--- config.mk ---
export PLATFORM = sky130hd
export DESIGN_NAME = req_frame_parser
export DESIGN_NICKNAME = d
export VERILOG_FILES = /design/src/rtl/rf_pkg.sv /design/src/rtl/rf_byte_shift.sv /design/src/rtl/rf_op_layout.sv /design/src/rtl/req_frame_parser.sv
export SDC_FILE = /design/constraint.sdc
export NUM_CORES = 1
export LEC_CHECK = 0
export CAP_MARGIN = 20
export CORE_UTILIZATION = 58
export DETAILED_ROUTE_END_ITERATION = 6
export PLACE_DENSITY = 0.92
export SETUP_SLACK_MARGIN = 0.15
export SLEW_MARGIN = 20
export SYNTH_ARGS = -nofsm -noshare
export SYNTH_HDL_FRONTEND = slang
export SYNTH_HIERARCHICAL = 1
export SYNTH_SLANG_ARGS = --single-unit
--- constraint.sdc ---
create_clock -name clk -period 3.6 [get_ports clk]
set_input_delay 0.72 -clock clk [delete_from_list [all_inputs] [get_ports clk]]
set_output_delay 0.72 -clock clk [all_outputs]
set_load 0.01 [all_outputs]
--- src/rtl/rf_pkg.sv ---
package rf_pkg;

    typedef enum logic [2:0] {
        ST_HUNT,
        ST_ID,
        ST_LEN,
        ST_BODY,
        ST_TAIL,
        ST_HOLD
    } rf_state_e;

    localparam logic [7:0] RF_SOF = 8'hA5;
    localparam logic [7:0] RF_EOF = 8'h5A;

    localparam int OP_BYTE_WRITE    = 1;
    localparam int OP_BYTE_READ     = 2;
    localparam int OP_STREAM_READ   = 3;
    localparam int OP_BYTE_POLL     = 5;
    localparam int OP_STREAM_DELETE = 10;
    localparam int OP_LAST_KNOWN    = 10;

endpackage

--- src/rtl/rf_byte_shift.sv ---
// Shifts one byte into the low end of a most-significant-first accumulator.
module rf_byte_shift #(
    parameter int W = 32
) (
    input  logic [W-1:0] cur,
    input  logic [7:0]   din,
    output logic [W-1:0] nxt
);
    generate
        if (W > 8) begin : g_wide
            assign nxt = {cur[W-9:0], din};
        end else begin : g_narrow
            logic [7:0] unused_cur;
            assign unused_cur = 8'(cur);
            assign nxt        = din[W-1:0];
        end
    endgenerate
endmodule

--- src/rtl/rf_op_layout.sv ---
// Content layout per operation identifier.
module rf_op_layout #(
    parameter int ID_W   = 32,
    parameter int LEN_W  = 32,
    parameter int ADDR_W = 32,
    parameter int CNT_W  = 32
) (
    input  logic [ID_W-1:0]  op_id,
    output logic             known,
    output logic             has_addr,
    output logic             has_count,
    output logic             has_value,
    output logic [LEN_W-1:0] value_pos
);
    import rf_pkg::*;

    localparam int ADDR_BYTES = ADDR_W / 8;
    localparam int CNT_BYTES  = CNT_W / 8;

    always_comb begin
        known     = (op_id <= ID_W'(OP_LAST_KNOWN));
        has_addr  = 1'b0;
        has_count = 1'b0;
        has_value = 1'b0;
        value_pos = '0;
        if (op_id == ID_W'(OP_BYTE_WRITE) || op_id == ID_W'(OP_BYTE_POLL)) begin
            has_addr  = 1'b1;
            has_value = 1'b1;
            value_pos = LEN_W'(ADDR_BYTES);
        end else if (op_id == ID_W'(OP_BYTE_READ)) begin
            has_addr  = 1'b1;
        end else if (op_id == ID_W'(OP_STREAM_READ)) begin
            has_addr  = 1'b1;
            has_count = 1'b1;
        end else if (op_id == ID_W'(OP_STREAM_DELETE)) begin
            has_addr  = 1'b1;
            has_count = 1'b1;
            has_value = 1'b1;
            value_pos = LEN_W'(ADDR_BYTES + CNT_BYTES);
        end
    end
endmodule

--- src/rtl/req_frame_parser.sv ---
module req_frame_parser #(
    parameter int ID_W   = 32,
    parameter int LEN_W  = 32,
    parameter int ADDR_W = 32,
    parameter int CNT_W  = 32,
    parameter int VAL_W  = 8
) (
    input  logic              clk,
    input  logic              rst_n,
    input  logic              in_valid,
    input  logic [7:0]        in_data,
    output logic              in_ready,
    output logic              req_valid,
    input  logic              req_ack,
    output logic [ID_W-1:0]   req_id,
    output logic [ADDR_W-1:0] req_addr,
    output logic [CNT_W-1:0]  req_count,
    output logic [VAL_W-1:0]  req_value,
    output logic              close_conn,
    output logic              proto_err
);
    import rf_pkg::*;

    localparam int ID_BYTES   = ID_W / 8;
    localparam int LEN_BYTES  = LEN_W / 8;
    localparam int ADDR_BYTES = ADDR_W / 8;
    localparam int CNT_BYTES  = CNT_W / 8;
    localparam int IDX_W      = 4;

    typedef struct packed {
        rf_state_e         state;
        logic [IDX_W-1:0]  idx;
        logic [LEN_W-1:0]  pos;
        logic [ID_W-1:0]   id;
        logic [LEN_W-1:0]  len;
        logic [ADDR_W-1:0] addr;
        logic [CNT_W-1:0]  count;
        logic [VAL_W-1:0]  value;
        logic              close;
        logic              err;
    } rf_regs_t;

    rf_regs_t q, d;

    logic [ID_W-1:0]   id_shift;
    logic [LEN_W-1:0]  len_shift;
    logic [ADDR_W-1:0] addr_shift;
    logic [CNT_W-1:0]  cnt_shift;
    logic              op_known, op_addr, op_count, op_value;
    logic [LEN_W-1:0]  op_value_pos;
    logic              accept;

    rf_byte_shift #(.W(ID_W))   u_id_shift   (.cur(q.id),    .din(in_data), .nxt(id_shift));
    rf_byte_shift #(.W(LEN_W))  u_len_shift  (.cur(q.len),   .din(in_data), .nxt(len_shift));
    rf_byte_shift #(.W(ADDR_W)) u_addr_shift (.cur(q.addr),  .din(in_data), .nxt(addr_shift));
    rf_byte_shift #(.W(CNT_W))  u_cnt_shift  (.cur(q.count), .din(in_data), .nxt(cnt_shift));

    rf_op_layout #(
        .ID_W  (ID_W),
        .LEN_W (LEN_W),
        .ADDR_W(ADDR_W),
        .CNT_W (CNT_W)
    ) u_layout (
        .op_id    (q.id),
        .known    (op_known),
        .has_addr (op_addr),
        .has_count(op_count),
        .has_value(op_value),
        .value_pos(op_value_pos)
    );

    assign accept = in_valid && (q.state != ST_HOLD);

    always_comb begin
        d       = q;
        d.close = 1'b0;
        d.err   = 1'b0;
        unique case (q.state)
            ST_HUNT: begin
                if (accept) begin
                    if (in_data == RF_SOF) begin
                        d.state = ST_ID;
                        d.idx   = '0;
                        d.id    = '0;
                        d.len   = '0;
                        d.addr  = '0;
                        d.count = '0;
                        d.value = '0;
                    end else begin
                        d.close = 1'b1;
                    end
                end
            end
            ST_ID: begin
                if (accept) begin
                    d.id = id_shift;
                    if (q.idx == IDX_W'(ID_BYTES - 1)) begin
                        d.state = ST_LEN;
                        d.idx   = '0;
                    end else begin
                        d.idx = q.idx + 1'b1;
                    end
                end
            end
            ST_LEN: begin
                if (accept) begin
                    d.len = len_shift;
                    if (q.idx == IDX_W'(LEN_BYTES - 1)) begin
                        d.idx = '0;
                        d.pos = '0;
                        if (!op_known) begin
                            d.err   = 1'b1;
                            d.state = ST_HUNT;
                        end else if (len_shift == '0) begin
                            d.state = ST_TAIL;
                        end else begin
                            d.state = ST_BODY;
                        end
                    end else begin
                        d.idx = q.idx + 1'b1;
                    end
                end
            end
            ST_BODY: begin
                if (accept) begin
                    if (op_addr && q.pos < LEN_W'(ADDR_BYTES))
                        d.addr = addr_shift;
                    if (op_count && q.pos >= LEN_W'(ADDR_BYTES)
                                 && q.pos < LEN_W'(ADDR_BYTES + CNT_BYTES))
                        d.count = cnt_shift;
                    if (op_value && q.pos == op_value_pos)
                        d.value = VAL_W'(in_data);
                    d.pos = q.pos + 1'b1;
                    if (q.pos == q.len - 1'b1)
                        d.state = ST_TAIL;
                end
            end
            ST_TAIL: begin
                if (accept) begin
                    if (in_data == RF_EOF) begin
                        d.state = ST_HOLD;
                    end else begin
                        d.err   = 1'b1;
                        d.state = ST_HUNT;
                    end
                end
            end
            ST_HOLD: begin
                if (req_ack)
                    d.state = ST_HUNT;
            end
            default: d.state = ST_HUNT;
        endcase
    end

    always_ff @(posedge clk) begin
        if (!rst_n) begin
            q       <= '0;
            q.state <= ST_HUNT;
        end else begin
            q <= d;
        end
    end

    assign in_ready   = (q.state != ST_HOLD);
    assign req_valid  = (q.state == ST_HOLD);
    assign req_id     = q.id;
    assign req_addr   = q.addr;
    assign req_count  = q.count;
    assign req_value  = q.value;
    assign close_conn = q.close;
    assign proto_err  = q.err;

endmodule

==> metrics.cfg <==
[power_and_ir_drop]
p_leak_nw = 3.85
powerDensity_nw_per_um2 = 406
irDropWorstVdd_mv = 0.369

[critical_path]
cp_max_fo = 10
crit_start = q[91]
start_kind = flop
required_ns = 3.92
ff2ff_path_depth = 9
r2r-end = q[174]
cp.arrival_ns = 3.58
path_class = flop to flop
r2r-start = q[91]
r2r_slack_ns = 0.34
worst_setup_path_end_kind = flop

[floorplan]
die_w_um = 141
ioPinCount = 120
fp.dieH_um = 141
rows = 50
dieArea_um2 = 20000
initial_utilization_pct = 59.7
core-area_um2 = 18900

[routing]
drt-vias-per-instance = 5.79
ant_nets = 0
wl_per_cell_um = 16.8
remaining_drc_errors = 0
drt_first_pass_iters = 5
dr_total_vias = 8886
finalWirelength_um = 25800
drtIter0Drc = 837

[cts]
clockBufferDepth = 2
cts_buffers = 17
worstSkewPairLatency_ns = 0.44
cts_tree = yes
clock_sinks = 177
h-tree-depth = 4
path_clk_slew_ns = 0.07
cts_hold_buf = 0
root_buffer = clkbuf_16

[timing]
post-route-period-util_pct = 90.6
hold_violations = 0
clock_skew_ns = 0.0113
worst_pin_slew_ns = 0.962
tns_ns = 0
slew_headroom_pct = 35.9
period_minus_slack_ns = 3.26
timing.final.max_slew_violations = 0
setup_viol = 0
rsz0062_at_grt = no
clock.fmax_mhz = 307

[placement]
placedCellCount = 1502
port-buffer-count = 119
hpwl_um = 17400
globalplace.congestion = 0.914

[logic_synthesis]
ys_ff_latch = 177
ys.flop_type = dfxtp_1
avgSynthCellArea_um2 = 7.94
syn_area_um2 = 11300
synth_cell_type_count = 68
ys_async_sr_fraction_pct = 0
synth_edf_count = 0
yosys_warnings = 6
synth_cells = 1420
yosysSeqAreaShare_pct = 31.4

[global_route]
antenna_found_initial = 0
grt_max_degree = 66
use_met1_pct = 31.8
grtUsageTotal_pct = 26.1
grt_pass1_wl_um = 42300
grt_busiest_layer = met2
grt_use_met2_pct = 44.2
gr-total-overflow = 0
grt_pass1_vias = 8430
use_met3_pct = 5.43

[flow_run]
maxCapViolations = 0

[cells_and_area]
layout.nets = 1278
diodes = 0
layout_commonest_cell = dfxtp_1
stdcell_count = 1535
fill_cells = 1627
final_cell_mix = dfxtp_1 (175), nand2_1 (168), nand3_1 (158)
drive_above_1_share_pct = 7.61
area_growth_pct = 1.98

[worst_hold_path]
hold_path.class = flop to flop
hp-start = req_addr[27]
hold_end = req_addr[27]
whs_path_depth = 2

[status]
outcome = complete, no violations

[synthesized netlist by cell type, drive strengths merged, types with 4 or more instances]
cell type | count | share of area (%)
nand4b | 5 | 0.39
nor2b | 4 | 0.22
nand3 | 159 | 7.1
or4 | 6 | 0.40
nand3b | 4 | 0.27
clkbuf | 93 | 3.1
o31a | 5 | 0.39
xor2 | 40 | 3.1
a211oi | 6 | 0.44
or3 | 10 | 0.55
o21a | 5 | 0.33
buf | 270 | 18
nand2 | 168 | 5.6
inv | 13 | 0.43
o21ai | 19 | 0.84
a21oi | 18 | 0.80
nor2 | 57 | 1.9
nor3 | 21 | 1.0
a21boi | 138 | 9.2
and4 | 5 | 0.39
nand2b | 12 | 0.67
ha | 4 | 0.44
nand4 | 28 | 1.7
xnor2 | 60 | 4.7
and3 | 5 | 0.28
nor4 | 35 | 2.7
and2 | 6 | 0.33
dfxtp | 177 | 31
[power by group]
group / internal (mW) / switching, mW / leakage, nW
logic: 0.228 / 0.485 / 2.13
registers: 1.98 / 0.0598 / 1.43
clock network: 1.01 / 0.914 / 0.302
total: 3.21 / 1.46 / 3.85
[critical path: stages (launching register included)]
cell and delay (ns):
dfxtp_1 0.43, nor4_2 0.52, nand4b_1 0.16, or2_0 0.23, o31a_1 0.29, or4_1 0.55
nor4_1 0.30, buf_4 0.17, nor3_1 0.07, o41a_1 0.43
[flip-flops by register name, summed over array words and instances (netlist names)]
name and count:
q 71, req_id 32, req_value 8, req_count 32, req_addr 32, close_conn 1, proto_err 1
[repair_timing]
item | in CTS | in global routing
gates resized for setup | 0 | 5
endpoints found under the setup margin | 0 | 2
setup buffers | 0 | 1
[metal layers]
metal | up-vias | share of wire (%)
met5 | - | 0
met4 | 0 | 3.6
met3 | 80 | 7.0
met2 | 360 | 49
met1 | 4204 | 40
li1 | 4242 | -
[worst max path at each step]
stage / to / slack (ns)
6_report: q[174] / 0.34
5_1_grt: q[174] / 0.16
4_1_cts: q[174] / 0.32
3_5_place_dp: q[174] / 0.35
3_3_place_gp: q[174] / 0.41
2_1_floorplan: q[174] / 0.74
[cell type report]
cell class                 count  area (um2)  share of cell area (%)
multi-input combinational    896        5490                    47.8
clock buffer                  17         425                    3.70
timing repair buffer         157        1470                    12.8
clock inverter                15         185                    1.61
sequential                   177        3550                    30.8
inverter                      13        48.8                   0.424
tap                          260         325                    2.83
[stage by stage]
step	worst slack (ns)	power (mW)	util [%]	hold WS, ns	instance area (um2)
final	0.339	4.67	60.8	0.460	11500
after global routing	0.156	4.84	60.8	0.493	11500
after CTS	0.318	4.67	60.7	0.466	11500
after detailed placement	0.354	2.77	57.5	0.456	10900
after global placement	0.407	2.75	57.5	0.449	10900
after floorplan	0.736	2.62	-	0.441	11400
[cells by family (layout without fill, tap and decap cells)]
group | count (synthesis) | after routing | share of synthesized area, %
AO/OA/AOI/OAI | 222 | 222 | 14.4
XOR/XNOR | 100 | 100 | 7.77
AND/OR/NAND/NOR | 540 | 540 | 24.7
other | 1 | 30 | 0.0333
buffers and inverters | 376 | 202 | 21.3
flip-flops | 177 | 177 | 31.4
adder cells (fa/ha/maj) | 4 | 4 | 0.444
(Power assumes the default switching activity.)
